[config.mk]
export PLATFORM = sky130hd
export DESIGN_NAME = aclink_ctrl_core
export DESIGN_NICKNAME = d
export VERILOG_FILES = /design/src/rtl/aclk_pkg.sv /design/src/rtl/aclk_mainstate.sv /design/src/rtl/aclk_cmdslot.sv /design/src/rtl/aclink_ctrl_core.sv
export SDC_FILE = /design/constraint.sdc
export NUM_CORES = 1
export LEC_CHECK = 0
export CORE_MARGIN = 4
export CORE_UTILIZATION = 50
export DETAILED_ROUTE_END_ITERATION = 8
export DONT_BUFFER_PORTS = 1
export PLACE_DENSITY = 0.61
export RECOVER_POWER = 25
export SYNTH_ARGS = -nofsm -noshare
export SYNTH_HDL_FRONTEND = slang
export SYNTH_HIERARCHICAL = 1
export SYNTH_SLANG_ARGS = --single-unit
[constraint.sdc]
create_clock -name clk -period 4.2 [get_ports clk]
set_clock_uncertainty 0.15 [all_clocks]
set_input_delay 0.63 -clock clk [delete_from_list [all_inputs] [get_ports clk]]
set_output_delay 0.63 -clock clk [all_outputs]
set_load 0.01 [all_outputs]
[src/rtl/aclk_pkg.sv]
package aclk_pkg;
  // control register bit positions
  localparam int CTL_COLD    = 0;
  localparam int CTL_WARM    = 1;
  localparam int CTL_LINKON  = 2;
  localparam int CTL_XFER    = 3;
  localparam int CTL_RDYIE   = 4;
  localparam int CTL_MODE0   = 8;   // first of the packed mode fields
  localparam int CTL_IRQCLR  = 30;
  // status register bit positions
  localparam int STS_RDY     = 4;
  localparam int STS_BUSY    = 5;
  // command / reply layout
  localparam int CMD_ADDR_LSB = 16;
  localparam int CMD_RDFLAG   = 23;

  typedef enum logic [2:0] {
    MS_IDLE   = 3'd0,
    MS_INIT   = 3'd1,
    MS_READY  = 3'd2,
    MS_ACTIVE = 3'd3
  } mstate_e;

  typedef enum logic [1:0] {
    REG_CTRL  = 2'd0,
    REG_STAT  = 2'd1,
    REG_CMD   = 2'd2,
    REG_REPLY = 2'd3
  } regsel_e;
endpackage

[src/rtl/aclk_mainstate.sv]
module aclk_mainstate
  import aclk_pkg::*;
(
  input  logic    clk,
  input  logic    rst,
  input  logic    clr,
  input  logic    link_on,
  input  logic    xfer_en,
  input  logic    codec_ready,
  output mstate_e state,
  output logic    enter_active
);
  mstate_e nxt;

  always_comb begin
    if (!link_on)                nxt = MS_IDLE;
    else if (!xfer_en)           nxt = MS_INIT;
    else if (state == MS_ACTIVE) nxt = MS_ACTIVE;
    else if (state == MS_READY && codec_ready) nxt = MS_ACTIVE;
    else                         nxt = MS_READY;
  end

  assign enter_active = !clr && (nxt == MS_ACTIVE) && (state != MS_ACTIVE);

  always_ff @(posedge clk) begin
    if (rst || clr) state <= MS_IDLE;
    else            state <= nxt;
  end
endmodule

[src/rtl/aclk_cmdslot.sv]
module aclk_cmdslot #(
  parameter int AW = 7,
  parameter int DW = 16
) (
  input  logic          clk,
  input  logic          rst,
  input  logic          clr,
  input  logic          post,
  input  logic          post_rd,
  input  logic [AW-1:0] post_addr,
  input  logic [DW-1:0] post_data,
  input  logic          ack,
  input  logic [AW-1:0] rsp_addr,
  input  logic [DW-1:0] rsp_data,
  output logic          pending,
  output logic          cmd_rd,
  output logic [AW-1:0] cmd_addr,
  output logic [DW-1:0] cmd_data,
  output logic [AW-1:0] rep_addr,
  output logic [DW-1:0] rep_data,
  output logic          done
);
  assign done = pending && ack && !clr;

  always_ff @(posedge clk) begin
    if (rst || clr) begin
      pending  <= 1'b0;
      cmd_rd   <= 1'b0;
      cmd_addr <= '0;
      cmd_data <= '0;
      rep_addr <= '0;
      rep_data <= '0;
    end else if (pending) begin
      if (ack) begin
        pending  <= 1'b0;
        rep_addr <= rsp_addr;
        rep_data <= rsp_data;
      end
    end else if (post) begin
      pending  <= 1'b1;
      cmd_rd   <= post_rd;
      cmd_addr <= post_addr;
      cmd_data <= post_data;
    end
  end
endmodule

[src/rtl/aclink_ctrl_core.sv]
module aclink_ctrl_core
  import aclk_pkg::*;
#(
  parameter int AW = 7,
  parameter int DW = 16,
  parameter int MW = 2,
  parameter int BW = 32
) (
  input  logic          clk,
  input  logic          rst,
  input  logic          bus_wen,
  input  logic [1:0]    bus_addr,
  input  logic [BW-1:0] bus_wdata,
  output logic [BW-1:0] bus_rdata,
  output logic          lnk_cold,
  output logic          lnk_warm,
  output logic          lnk_run,
  output logic          lnk_xfer,
  input  logic          codec_ready_in,
  output logic          slot_req,
  output logic          slot_rd,
  output logic [AW-1:0] slot_addr,
  output logic [DW-1:0] slot_wdata,
  input  logic          slot_ack,
  input  logic [AW-1:0] slot_rsp_addr,
  input  logic [DW-1:0] slot_rsp_data,
  output logic [MW-1:0] pcm_in_mode,
  output logic [MW-1:0] pcm_out_mode,
  output logic [MW-1:0] mic_mode,
  output logic          irq
);
  localparam int NMODE = 3;

  logic cold_q, warm_q, linkon_q, xfer_q, ie_q, flag_q, irq_q;
  logic [MW-1:0] mode_q [NMODE];
  logic ctrl_wr, cmd_wr, cold_set, clr, flag_n, ie_n;
  logic enter_active, cmd_done, pending, cmd_rd;
  logic [AW-1:0] cmd_addr, rep_addr;
  logic [DW-1:0] cmd_data, rep_data;
  logic [BW-1:0] rd_mux;
  mstate_e ms_state;
  logic unused_wbits;

  assign unused_wbits = ^{bus_wdata[BW-1], bus_wdata[29:24]};

  assign ctrl_wr  = bus_wen && (bus_addr == REG_CTRL);
  assign cmd_wr   = bus_wen && (bus_addr == REG_CMD);
  assign cold_set = ctrl_wr && bus_wdata[CTL_COLD];
  assign clr      = cold_set || cold_q;

  aclk_mainstate u_ms (
    .clk(clk), .rst(rst), .clr(clr),
    .link_on(linkon_q), .xfer_en(xfer_q), .codec_ready(codec_ready_in),
    .state(ms_state), .enter_active(enter_active)
  );

  aclk_cmdslot #(.AW(AW), .DW(DW)) u_slot (
    .clk(clk), .rst(rst), .clr(clr),
    .post(cmd_wr),
    .post_rd(bus_wdata[CMD_RDFLAG]),
    .post_addr(bus_wdata[CMD_ADDR_LSB +: AW]),
    .post_data(bus_wdata[DW-1:0]),
    .ack(slot_ack), .rsp_addr(slot_rsp_addr), .rsp_data(slot_rsp_data),
    .pending(pending), .cmd_rd(cmd_rd), .cmd_addr(cmd_addr), .cmd_data(cmd_data),
    .rep_addr(rep_addr), .rep_data(rep_data), .done(cmd_done)
  );

  // control fields
  always_ff @(posedge clk) begin
    if (rst) begin
      cold_q   <= 1'b0;
      warm_q   <= 1'b0;
      linkon_q <= 1'b0;
      xfer_q   <= 1'b0;
      ie_q     <= 1'b0;
      for (int i = 0; i < NMODE; i++) mode_q[i] <= '0;
    end else if (ctrl_wr) begin
      cold_q   <= bus_wdata[CTL_COLD];
      warm_q   <= !bus_wdata[CTL_COLD] && bus_wdata[CTL_WARM] && (ms_state != MS_ACTIVE);
      linkon_q <= !bus_wdata[CTL_COLD] && bus_wdata[CTL_LINKON];
      xfer_q   <= !bus_wdata[CTL_COLD] && bus_wdata[CTL_XFER];
      ie_q     <= ie_n;
      for (int i = 0; i < NMODE; i++)
        mode_q[i] <= bus_wdata[CTL_COLD] ? '0 : bus_wdata[CTL_MODE0 + i*MW +: MW];
    end
  end

  // ready flag: a ready event wins over a same-cycle clear
  always_comb begin
    if (clr)                          flag_n = 1'b0;
    else if (cmd_done || enter_active) flag_n = 1'b1;
    else if (ctrl_wr && bus_wdata[CTL_IRQCLR]) flag_n = 1'b0;
    else                              flag_n = flag_q;
    if (cold_set)     ie_n = 1'b0;
    else if (ctrl_wr) ie_n = bus_wdata[CTL_RDYIE];
    else              ie_n = ie_q;
  end

  always_ff @(posedge clk) begin
    if (rst) begin
      flag_q <= 1'b0;
      irq_q  <= 1'b0;
    end else begin
      flag_q <= flag_n;
      irq_q  <= flag_n && ie_n;
    end
  end

  // read path
  always_comb begin
    rd_mux = '0;
    case (bus_addr)
      REG_CTRL: begin
        rd_mux[CTL_COLD]   = cold_q;
        rd_mux[CTL_WARM]   = warm_q;
        rd_mux[CTL_LINKON] = linkon_q;
        rd_mux[CTL_XFER]   = xfer_q;
        rd_mux[CTL_RDYIE]  = ie_q;
        for (int i = 0; i < NMODE; i++) rd_mux[CTL_MODE0 + i*MW +: MW] = mode_q[i];
      end
      REG_STAT: begin
        rd_mux[2:0]      = ms_state;
        rd_mux[STS_RDY]  = flag_q;
        rd_mux[STS_BUSY] = pending;
      end
      REG_CMD: begin
        rd_mux[DW-1:0]              = cmd_data;
        rd_mux[CMD_ADDR_LSB +: AW]  = cmd_addr;
        rd_mux[CMD_RDFLAG]          = cmd_rd;
      end
      default: begin
        rd_mux[DW-1:0]             = rep_data;
        rd_mux[CMD_ADDR_LSB +: AW] = rep_addr;
      end
    endcase
  end

  always_ff @(posedge clk) begin
    if (rst) bus_rdata <= '0;
    else     bus_rdata <= rd_mux;
  end

  assign lnk_cold     = cold_q;
  assign lnk_warm     = warm_q;
  assign lnk_run      = linkon_q;
  assign lnk_xfer     = xfer_q;
  assign slot_req     = pending;
  assign slot_rd      = cmd_rd;
  assign slot_addr    = cmd_addr;
  assign slot_wdata   = cmd_data;
  assign pcm_in_mode  = mode_q[0];
  assign pcm_out_mode = mode_q[1];
  assign mic_mode     = mode_q[2];
  assign irq          = irq_q;
endmodule

==> results of run 1 <==
[through the flow]
stage	cells	setup WS, ns
5_1_grt	438	1.46
3_3_place_gp	422	1.62
6_report	438	1.61
3_5_place_dp	422	1.58
2_1_floorplan	377	2.01
4_1_cts	438	1.96
[Yosys cell counts, types with 2 or more instances]
| library cell | n |
|---|---|
| sky130_fd_sc_hd__clkbuf_1 | 6 |
| sky130_fd_sc_hd__nand2b_1 | 3 |
| sky130_fd_sc_hd__a22oi_1 | 7 |
| sky130_fd_sc_hd__mux2_2 | 8 |
| sky130_fd_sc_hd__dfxtp_1 | 81 |
| sky130_fd_sc_hd__mux2i_1 | 12 |
| sky130_fd_sc_hd__nor2_1 | 24 |
| sky130_fd_sc_hd__buf_4 | 13 |
| sky130_fd_sc_hd__conb_1 | 2 |
| sky130_fd_sc_hd__buf_2 | 7 |
| sky130_fd_sc_hd__and2_1 | 7 |
| sky130_fd_sc_hd__buf_6 | 8 |
| sky130_fd_sc_hd__nand3b_1 | 5 |
| sky130_fd_sc_hd__edfxtp_1 | 6 |
| sky130_fd_sc_hd__nand2_1 | 102 |
| sky130_fd_sc_hd__nor3_1 | 3 |
| sky130_fd_sc_hd__mux4_1 | 4 |
| sky130_fd_sc_hd__nor2b_1 | 6 |
| sky130_fd_sc_hd__a21oi_1 | 53 |
[layer usage]
metal | vias up | share of wire | track usage
met1 | 1162 | 0.41 | 0.235
met2 | 102 | 0.48 | 0.311
met5 | - | 0 | 0
li1 | 1184 | - | -
met3 | 11 | 0.092 | 0.0733
met4 | 0 | 0.014 | 0.0879
[cells in the final DEF (no fill, tap or decap), types with 2 or more instances in the layout]
cell | synthesis | routed
sky130_fd_sc_hd__nand2b_1 | 3 | 3
sky130_fd_sc_hd__a22oi_1 | 7 | 7
sky130_fd_sc_hd__dfxtp_1 | 81 | 81
sky130_fd_sc_hd__nor2_1 | 24 | 24
sky130_fd_sc_hd__mux2i_1 | 12 | 12
sky130_fd_sc_hd__conb_1 | 2 | 9
sky130_fd_sc_hd__bufinv_16 | 0 | 2
sky130_fd_sc_hd__clkbuf_8 | 0 | 10
sky130_fd_sc_hd__and2_1 | 7 | 7
sky130_fd_sc_hd__nand3b_1 | 5 | 5
sky130_fd_sc_hd__clkinv_2 | 0 | 3
sky130_fd_sc_hd__mux4_1 | 4 | 4
sky130_fd_sc_hd__nand2_1 | 102 | 102
sky130_fd_sc_hd__mux2_2 | 8 | 8
sky130_fd_sc_hd__buf_4 | 13 | 2
sky130_fd_sc_hd__nor3_1 | 3 | 3
sky130_fd_sc_hd__a21oi_1 | 53 | 53
sky130_fd_sc_hd__nor2b_1 | 6 | 5
sky130_fd_sc_hd__edfxtp_1 | 6 | 6
[state kept, by name (all words and copies together), names as in the netlist, 2 cells and up]
name / flops
u_slot/cmd_data: 16
u_ms/state: 2
bus_rdata: 24
u_slot/rep_addr: 7
u_slot/cmd_addr: 7
u_slot/rep_data: 16
mode_q: 6
[worst min path at each step]
| stage | slack (ns) | start | cells after the start | end |
|---|---|---|---|---|
| floorplan | 0.28 | u_slot/rep_data[13] | 2 | u_slot/rep_data[13] |
| global placement | 0.29 | u_slot/rep_data[12] | 2 | u_slot/rep_data[12] |
| detailed placement | 0.30 | u_slot/rep_addr[4] | 2 | u_slot/rep_addr[4] |
| CTS | 0.18 | rst | 1 | lnk_xfer |
| global route | 0.17 | rst | 1 | bus_rdata[8] |
| finish | 0.19 | rst | 1 | bus_rdata[4] |
[cell type report]
class,instances,area [um^2],share of cell area
multi-input combinational,255,1400,0.396
sequential,87,1800,0.509
inverter,1,3.75,0.00106
timing repair buffer,2,15.0,0.00424
clock buffer,10,138,0.0389
clock inverter,6,83.8,0.0237
tap,77,96.3,0.0272
[worst max-delay path: stages]
cell and delay [ns]:
sky130_fd_sc_hd__nor3b_1 0.75, sky130_fd_sc_hd__a21o_1 0.31, sky130_fd_sc_hd__or2_2 0.78, sky130_fd_sc_hd__a21oi_1 0.10
[power breakdown]
| part | leakage (nW) | total [W] | internal [W] | switching, W |
|---|---|---|---|---|
| Clock | 0.116 | 0.000636 | 0.000349 | 0.000287 |
| Sequential | 0.714 | 0.000876 | 0.000853 | 0.0000225 |
| Combinational | 0.446 | 0.0000677 | 0.0000250 | 0.0000428 |
[cells by family after synthesis]
kind of cell	count (synthesis)	share of synthesized area
AO/OA/AOI/OAI	64	0.102
buffers and inverters	35	0.0726
flip-flops	87	0.526
multiplexers	24	0.0920
other	2	0.00219
AND/OR/NAND/NOR	158	0.205
==> run summary, run 1 <==
========================================================================================
Number of levels in the clock H-tree ......................................            3
Slew HR ...................................................................        0.222
Number of search-and-repair iterations in the first detailed-routing pass .            4
Type of element capturing the critical path ...............................    flip-flop
Cell Area, Synth ..........................................................    3430 um^2
Vert. Die Dim .............................................................      90.8 um
Final-layout fill cell count ..............................................          642
Iteration-0 DRC Markers ...................................................          138
Max-slew violations .......................................................            0
Final Util ................................................................        0.545
Clock net sink count ......................................................           87
Total Routing Usage GR ....................................................        0.196
NumNets Final .............................................................          418
Global-route wire length before repair ....................................     12600 um
Seq/Total Area, Yosys .....................................................        0.526
Tightest Hold Check Type ..................................................       in2reg
Clock tree from TritonCTS .................................................         done
GPL Wtd Cong ..............................................................        0.739
CTS hold repair buffers ...................................................            0
Setup_tns .................................................................         0 ns
Transition at the pin with the smallest max-transition slack ..............      1.16 ns
Syn Area/Cell .............................................................    9.27 um^2
Number of global-route vias before repair .................................         2343
Maximum VDD drop ..........................................................       356 uV
Seq cells post-synth ......................................................           87
Setup crit end ............................................................ u_slot/rep_data[9]
Vias after detailed routing ...............................................         2459
Capturing point of the worst reg2reg path ................................. u_slot/cmd_rd
Reg2reg start ............................................................. u_slot/pending
Maximum number of pins on one net before global-route repair ..............           49
Total overflow reported by the global router ..............................            0
Distinct cells, synth .....................................................           32
Count of flip-flops with a built-in enable after synthesis ................            6
Post-cts sizing count .....................................................            0
Overall die area ..........................................................    8250 um^2
Post-layout instance area .................................................    3540 um^2
Clock tree root driver cell ............................................... sky130_fd_sc_hd__clkbuf_8
Final Power ...............................................................    0.00158 W
Synthesis-to-layout area growth ...........................................        3.21%
Portion of synthesized cell area occupied by the leading cell type ........        0.473
Maximum fanout encountered on the critical timing path ....................           48
Die extent in x ...........................................................      90.8 um
Total Wirelength ..........................................................      8080 um
Number of port buffers ....................................................            0
Std cell rows .............................................................           29
Cell types occupying the most area after synthesis ........................ sky130_fd_sc_hd__dfxtp_1 47%, sky130_fd_sc_hd__nand2_1 11%, sky130_fd_sc_hd__a21oi_1 7.7%
Worst-case hold slack .....................................................     0.194 ns
Antenna cells .............................................................            0
Initial antenna violation count ...........................................            0
Leakage ...................................................................      1.28 nW
Number of max-capacitance violations reported .............................            0
Cell taking the most area after synthesis ................................. sky130_fd_sc_hd__dfxtp_1
Synthesized instance count ................................................          370
Worst setup path start ....................................................  bus_addr[1]
Data required time at the worst endpoint ..................................      4.23 ns
Final min period ..........................................................      2.59 ns
Share of synthesized flip-flops with an asynchronous set or reset .........            0
Worst-path clk slew .......................................................      0.09 ns
Type of the setup path with the least slack ...............................       in2reg
Share of post-route cells with drive strength above 1 .....................       0.0803
RSZ-0062 raised after global routing ......................................           no
Total I/O pin count .......................................................          130
Clock Latency Late Sink ...................................................      0.34 ns
CTS max path bufs .........................................................            2
Timing-limited maximum frequency ..........................................      387 MHz
TritonCTS Buffers .........................................................            9
Post-CTS setup repair buffer count ........................................            0
Average via count per standard cell .......................................         5.61
Reg2Reg Setup Slack .......................................................      2.31 ns
Share of the clock period used by the worst path ..........................        0.616
Warnings, synthesis .......................................................            6
Category of the worst setup path launch point .............................   input port
Final Hold Vio Count ......................................................            0
Ys flop type .............................................................. sky130_fd_sc_hd__dfxtp_1
Core Region ...............................................................    6490 um^2
Post-detailed-route DRC marker count ......................................            0
Setup Viol. Count Final ...................................................            0
Wire length per cell ......................................................      18.4 um
Run status ................................................................ finished, final reports clean
Area of placed instances ..................................................    3320 um^2
Arrival time at the worst endpoint ........................................      2.61 ns
P per Cell Area ...........................................................  446 nW/um^2
Estimated wirelength of the detail-placed design ..........................      5290 um
Register-to-Register Path Depth ...........................................            3
Starting density of the core ..............................................        0.528
ANT nets after route ......................................................            0
========================================================================================
Note: power is estimated with default switching activity, not from simulation.
==> inputs of run 2 (changes only) <==
--- a/config.mk
+++ b/config.mk
@@ -9,7 +9,7 @@
 export CORE_UTILIZATION = 50
 export DETAILED_ROUTE_END_ITERATION = 8
 export DONT_BUFFER_PORTS = 1
-export PLACE_DENSITY = 0.61
+export PLACE_DENSITY = 0.64
 export RECOVER_POWER = 25
 export SYNTH_ARGS = -nofsm -noshare
 export SYNTH_HDL_FRONTEND = slang
==> constraint.sdc (replaced) <==
create_clock -name clk -period 2.25 [get_ports clk]
set_clock_uncertainty 0.15 [all_clocks]
set_input_delay 0.3375 -clock clk [delete_from_list [all_inputs] [get_ports clk]]
set_output_delay 0.3375 -clock clk [all_outputs]
set_load 0.01 [all_outputs]
==> run 2 against run 1 <==
  * Combinational power rose to 3.3 times the previous value
  * Largest power group unchanged
  * Power rose by 86%
  * Sequential power rose by 87%
  * Via count rose by 9.5%
  * Design area rose by 15%
  * Critical path depth fell by 1
  * Critical path type unchanged
  * First-iteration DRC count did not move
  * Wire length rose by 7.9%
  * Register-to-register slack got worse by 2.0 ns
  * Non-clock buffer count rose by 59
  * Worst setup slack got worse by 1.4 ns
  * Flip-flop and latch count did not move
==> run summary, run 2 (synthesized netlist as in run 1, its figures left out) <==
========================================================================================
Clock tree root driver cell ............................................... sky130_fd_sc_hd__clkbuf_8
P per Cell Area ...........................................................  719 nW/um^2
GPL Wtd Cong ..............................................................        0.778
Max reg flops .............................................................           24
Type of element capturing the critical path ...............................    flip-flop
NumNets Final .............................................................          477
Register-to-Register Path Depth ...........................................            3
Final min period ..........................................................      2.03 ns
Post-cts sizing count .....................................................            0
Total overflow reported by the global router ..............................            0
Tightest Hold Check Type ..................................................       in2reg
Wire length per cell ......................................................      17.5 um
Number of port buffers ....................................................            0
Share of the clock period used by the worst path ..........................        0.903
Number of global-route vias before repair .................................         2689
Std cell rows .............................................................           29
Die extent in x ...........................................................      90.8 um
Maximum number of pins on one net before global-route repair ..............           49
Setup_tns .................................................................         0 ns
Final Power ...............................................................    0.00294 W
Total I/O pin count .......................................................          130
Antenna cells .............................................................            0
Total Routing Usage GR ....................................................        0.216
Iteration-0 DRC Markers ...................................................          138
Worst-case hold slack .....................................................    0.0209 ns
Clock tree from TritonCTS .................................................         done
CTS hold repair buffers ...................................................           52
RSZ-0062 raised after global routing ......................................           no
Clock net sink count ......................................................           87
Maximum VDD drop ..........................................................       501 uV
Average via count per standard cell .......................................         5.42
Clock Latency Late Sink ...................................................      0.36 ns
Estimated wirelength of the detail-placed design ..........................      5380 um
Worst-path clk slew .......................................................      0.09 ns
ANT nets after route ......................................................            0
Transition at the pin with the smallest max-transition slack ..............     0.987 ns
Maximum fanout encountered on the critical timing path ....................           20
Capturing point of the worst reg2reg path ................................. u_slot/cmd_data[12]
Post-CTS setup repair buffer count ........................................            0
Share of post-route cells with drive strength above 1 .....................       0.0833
Final Hold Vio Count ......................................................            0
Run status ................................................................ finished, final reports clean
Total Wirelength ..........................................................      8710 um
Number of levels in the clock H-tree ......................................            3
Timing-limited maximum frequency ..........................................      492 MHz
Post-detailed-route DRC marker count ......................................            0
Category of the worst setup path launch point .............................   input port
Leakage ...................................................................      1.51 nW
Overall die area ..........................................................    8250 um^2
Slew HR ...................................................................        0.342
Most common cell after layout, fill and taps aside ........................ sky130_fd_sc_hd__nand2_1
Number of max-capacitance violations reported .............................            0
Starting density of the core ..............................................        0.528
Synthesis-to-layout area growth ...........................................        19.1%
CTS max path bufs .........................................................            2
Global-route wire length before repair ....................................     14000 um
Core Region ...............................................................    6490 um^2
Final Util ................................................................        0.629
Vias after detailed routing ...............................................         2692
Highest-count cells in the layout ignoring fill and taps .................. 102 x sky130_fd_sc_hd__nand2_1, 81 x sky130_fd_sc_hd__dfxtp_1, 53 x sky130_fd_sc_hd__a21oi_1, 53 x sky130_fd_sc_hd__dlygate4sd3_1, 24 x sky130_fd_sc_hd__nor2_1
Hold Path Cell Cnt ........................................................            2
Register bank with the most flops .........................................    bus_rdata
Reg2reg start .............................................................     lnk_cold
Max-slew violations .......................................................            0
TritonCTS Buffers .........................................................            9
Endpoint of the worst hold path ...........................................       flag_q
Reg2Reg Setup Slack .......................................................      0.35 ns
Type of the setup path with the least slack ...............................       in2reg
Setup Viol. Count Final ...................................................            0
Worst hold start ..........................................................          rst
Arrival time at the worst endpoint ........................................      2.12 ns
Vert. Die Dim .............................................................      90.8 um
Largest registers in the final layout ..................................... bus_rdata (24), u_slot/cmd_data (16), u_slot/rep_data (16)
Number of search-and-repair iterations in the first detailed-routing pass .            4
Initial antenna violation count ...........................................            0
Data required time at the worst endpoint ..................................      2.34 ns
========================================================================================
run 2: cell types whose count changed in the layout (fill, tap and decap cells not counted), sizes merged:
| cell | delta |
|---|---|
| inv | +2 |
| buf | +6 |
| clkinvlp | +1 |
| bufinv | -1 |
| clkbuf | -1 |
| clkinv | -1 |
| dlygate4sd3 | +53 |
run 2: layout make-up:
class	instances	area, um^2
Inverter	1	3.75
Multi-Input combinational cell	255	1400
Clock buffer	9	124
Sequential cell	87	1800
Tap cell	77	96.3
Timing Repair Buffer	61	591
Fill cell	573	2410
Clock inverter	7	71.3
run 2: worst max-delay path by stage:
stage	from	endpoint	slack, ns
global route	rst	bus_rdata[12]	0.17
detailed placement	bus_addr[1]	u_slot/cmd_addr[1]	0.22
CTS	rst	bus_rdata[12]	0.29
floorplan	bus_addr[0]	irq	0.36
finish	rst	bus_rdata[12]	0.22
global placement	bus_wen	irq	0.27
run 2: critical path: stages:
cell and delay (ns):
sky130_fd_sc_hd__dlygate4sd3_1 1.07, sky130_fd_sc_hd__nor2_1 0.12, sky130_fd_sc_hd__dlygate4sd3_1 0.60
run 2: layer usage:
layer | vias to the layer above | GRT usage | share of wire
met5 | - | 0 | 0
met4 | 0 | 0.0867 | 0.018
met3 | 13 | 0.0800 | 0.078
met2 | 90 | 0.350 | 0.49
met1 | 1292 | 0.260 | 0.42
li1 | 1297 | - | -
run 2: power breakdown:
group / internal (W) / total, W / switching [W]
clock: 0.000516 / 0.00108 / 0.000561
sequential: 0.00159 / 0.00164 / 0.0000426
combinational: 0.000112 / 0.000223 / 0.000111
run 2: per-stage QoR:
step / instance area (um^2) / setup WS, ns / std cells
floorplan: 3450 / 0.355 / 377
global placement: 3370 / 0.265 / 428
detailed placement: 3370 / 0.218 / 428
CTS: 4080 / 0.288 / 496
global route: 4080 / 0.167 / 497
finish: 4080 / 0.219 / 497
==> inputs of run 3 (changes only) <==
--- a/config.mk
+++ b/config.mk
@@ -5,13 +5,13 @@
 export SDC_FILE = /design/constraint.sdc
 export NUM_CORES = 1
 export LEC_CHECK = 0
+export BUFFER_PORTS_ARGS = -buffer_cell sky130_fd_sc_hd__buf_4
 export CORE_MARGIN = 4
-export CORE_UTILIZATION = 50
+export CORE_UTILIZATION = 44
 export DETAILED_ROUTE_END_ITERATION = 8
-export DONT_BUFFER_PORTS = 1
-export PLACE_DENSITY = 0.64
+export GPL_TIMING_DRIVEN = 1
+export PLACE_DENSITY = 0.71
 export RECOVER_POWER = 25
 export SYNTH_ARGS = -nofsm -noshare
 export SYNTH_HDL_FRONTEND = slang
-export SYNTH_HIERARCHICAL = 1
 export SYNTH_SLANG_ARGS = --single-unit
==> run 3 against run 2 <==
  * Design area is 11% higher
  * Synthesized cell count fell by 3.2%
  * Combinational power is 45% higher
  * Critical endpoint is now u_slot.rep_addr[3]
  * Sequential power barely moved
  * Clock power shrank 9.8%
  * Critical path depth is 2 higher
  * Sequential share of layout area down 4.2 points
  * Cell count grew 15%
  * Worst setup slack gained 0.18 ns
==> run summary, run 3 <==
========================================================================================
Run status ................................................................ finished, final reports clean
Seq/Total Area, Yosys .....................................................        0.507
Maximum fanout encountered on the critical timing path ....................           20
Estimated wirelength of the detail-placed design ..........................      6250 um
Number of levels in the clock H-tree ......................................            3
Register-to-Register Path Depth ...........................................            3
Core Region ...............................................................    7810 um^2
Final Power ...............................................................    0.00291 W
Data required time at the worst endpoint ..................................      2.34 ns
Overall die area ..........................................................    9570 um^2
Number of search-and-repair iterations in the first detailed-routing pass .            6
Syn Area/Cell .............................................................    9.92 um^2
Cell taking the most area after synthesis ................................. sky130_fd_sc_hd__dfxtp_1
Wire length per cell ......................................................      15.4 um
Seq cells post-synth ......................................................           87
ANT nets after route ......................................................            0
Switching portion of total power ..........................................        0.253
Portion of synthesized cell area occupied by the leading cell type ........        0.456
Final Util ................................................................        0.578
Clock share of power ......................................................        0.334
Area of all sequential standard cells .....................................    1800 um^2
Cell Area, Synth ..........................................................    3550 um^2
Slew HR ...................................................................        0.404
Number of port buffers ....................................................          114
Total I/O pin count .......................................................          130
Category of the worst setup path launch point .............................   input port
CTS max path bufs .........................................................            2
Fraction of power consumed by sequential logic ............................        0.555
Total overflow reported by the global router ..............................            0
Distinct cells, synth .....................................................           35
Total buffers and inverters traversed by the critical path ................            2
Internal power consumption ................................................    0.00218 W
Global-route wire length before repair ....................................     14200 um
Type of element capturing the critical path ...............................    flip-flop
Vert. Die Dim .............................................................      97.9 um
Setup Viol. Count Final ...................................................            0
Most congested layer reported by global routing ...........................         met2
GPL Wtd Cong ..............................................................        0.809
Largest registers in the final layout ..................................... bus_rdata (24), u_slot.cmd_data (16), u_slot.rep_data (16)
Most common cell after layout, fill and taps aside ........................ sky130_fd_sc_hd__buf_4
Register bank with the most flops .........................................    bus_rdata
Setup_tns .................................................................         0 ns
Ys flop type .............................................................. sky130_fd_sc_hd__dfxtp_1
Post-CTS setup repair buffer count ........................................            0
Clock tree from TritonCTS .................................................         done
Worst hold start .......................................................... bus_wdata[3]
Number of global-route vias before repair .................................         2768
Endpoint of the worst hold path ...........................................     lnk_xfer
Final-layout fill cell count ..............................................          731
Fraction of met2 tracks used by global routing ............................        0.288
Capturing point of the worst reg2reg path ................................. u_slot.rep_data[1]
Post-cts sizing count .....................................................            0
Arrival time at the worst endpoint ........................................      1.95 ns
Highest-count cells in the layout ignoring fill and taps .................. 104 x sky130_fd_sc_hd__buf_4, 98 x sky130_fd_sc_hd__nand2_1, 81 x sky130_fd_sc_hd__dfxtp_1
Transition at the pin with the smallest max-transition slack ..............     0.887 ns
Worst-path cell with the longest stage delay .............................. sky130_fd_sc_hd__nor3b_1
Crit path setup slack, layout .............................................     0.397 ns
Reg2Reg Setup Slack .......................................................      0.53 ns
Hold Path Cell Cnt ........................................................            2
Clock net sink count ......................................................           87
Antenna cells .............................................................            0
Maximum number of pins on one net before global-route repair ..............           26
Type of the setup path with the least slack ...............................       in2reg
Switching power ...........................................................   0.000736 W
Area of combinational cells with multiple inputs ..........................    1530 um^2
Cell chain of the critical path ........................................... buf_4, nor3b_1, a211o_2, buf_12, a21oi_2
Clock tree root driver cell ............................................... sky130_fd_sc_hd__clkbuf_8
Initial antenna violation count ...........................................            0
Count of flip-flops with a built-in enable after synthesis ................            6
Category of cells accounting for the largest share of critical-path delay . compound AO/OA/AOI/OAI gates
Share of synthesized flip-flops with an asynchronous set or reset .........            0
Share of power burned in combinational logic ..............................        0.111
Max reg flops .............................................................           24
Number of max-capacitance violations reported .............................            0
Tightest Hold Check Type ..................................................       in2reg
Share of post-route cells with drive strength above 1 .....................        0.389
Post-detailed-route DRC marker count ......................................            0
Worst-path clk slew .......................................................      0.08 ns
Final Hold Vio Count ......................................................            0
Warnings, synthesis .......................................................            0
Max-slew violations .......................................................            0
Worst slack at placement ..................................................     0.340 ns
Iteration-0 DRC Markers ...................................................           88
Vias after detailed routing ...............................................         2824
Synthesized instance count ................................................          358
Leakage ...................................................................      1.75 nW
Clock Latency Late Sink ...................................................      0.35 ns
Synth top cells by count .................................................. 98 x sky130_fd_sc_hd__nand2_1, 81 x sky130_fd_sc_hd__dfxtp_1, 48 x sky130_fd_sc_hd__a21oi_2
P per Cell Area ...........................................................  645 nW/um^2
Final min period ..........................................................      1.85 ns
Synthesis-to-layout area growth ...........................................        27.0%
Die extent in x ...........................................................      97.9 um
Cell types occupying the most area after synthesis ........................ sky130_fd_sc_hd__dfxtp_1 46%, sky130_fd_sc_hd__a21oi_2 12%, sky130_fd_sc_hd__nand2_1 10%
TritonCTS Buffers .........................................................            9
Total Routing Usage GR ....................................................        0.183
Total Wirelength ..........................................................      8840 um
Reg2reg start ............................................................. u_slot.pending
Met1 Usage GRT ............................................................        0.244
Average via count per standard cell .......................................         4.94
Starting density of the core ..............................................        0.455
Std cell rows .............................................................           32
NumNets Final .............................................................          527
Share of the clock period used by the worst path ..........................        0.824
Most common cell in the synthesized netlist ............................... sky130_fd_sc_hd__nand2_1
CTS hold repair buffers ...................................................            0
Delay of the slowest cell on the worst path ...............................      0.57 ns
Maximum VDD drop ..........................................................       291 uV
GR Layer Usage met3 .......................................................       0.0607
Timing-limited maximum frequency ..........................................      540 MHz
RSZ-0062 raised after global routing ......................................           no
========================================================================================
## run 3: cell count changes after synthesis, moves of 3 or more
cell / before / now
sky130_fd_sc_hd__nand2_1: 102 / 98
sky130_fd_sc_hd__a21oi_2: 0 / 48
sky130_fd_sc_hd__buf_4: 13 / 10
sky130_fd_sc_hd__nand3b_1: 5 / 1
sky130_fd_sc_hd__mux4_1: 4 / 0
sky130_fd_sc_hd__a21oi_1: 53 / 1
sky130_fd_sc_hd__mux4_2: 0 / 3
## run 3: metrics by stage
step | hold WS [ns] | std cells | area [um^2]
2_1_floorplan | 0.295 | 365 | 3580
3_3_place_gp | 0.304 | 556 | 4420
3_5_place_dp | 0.309 | 556 | 4420
4_1_cts | 0.0460 | 572 | 4590
5_1_grt | 0.0404 | 572 | 4510
6_report | 0.0550 | 572 | 4510
## run 3: worst max path at each step
stage | from | endpoint | cells past startpoint
after detailed placement | bus_addr[1] | u_slot.pending | 5
after global routing | bus_addr[1] | u_slot.rep_data[11] | 5
final | bus_addr[1] | u_slot.rep_addr[3] | 5
after floorplan | bus_addr[1] | flag_q | 6
after global placement | bus_addr[1] | u_slot.pending | 5
after CTS | u_slot.pending | u_slot.rep_data[1] | 3
## run 3: cell type report
class | count | share of cell area
flip-flops and latches | 87 | 0.399
multi-input cells | 243 | 0.338
repair buffers | 122 | 0.195
clock buffers | 13 | 0.0330
well taps | 102 | 0.0283
clock inverters | 3 | 0.00444
inverters | 2 | 0.00166
## run 3: cells by family (layout without fill, tap and decap cells)
family,after synthesis,in the layout,share of synthesized area
mux,25,25,0.0842
other cells,1,8,0.00106
buf+inv,35,140,0.0697
simple gates,146,146,0.184
flops,87,87,0.507
compound gates,64,64,0.154
## run 3: metal layers
layer	vias up	wire length, um
met5	-	0
met3	7	601
met2	85	4090
met1	1340	4080
met4	0	58
li1	1392	-
## run 3: power by group through the flow
stage	combinational [W]	clock, W	sequential, W
floorplan	0.000177	0	0.00166
global placement	0.000329	0	0.00165
detailed placement	0.000332	0	0.00165
CTS	0.000333	0.000982	0.00162
global route	0.000350	0.00106	0.00162
finish	0.000323	0.000974	0.00162
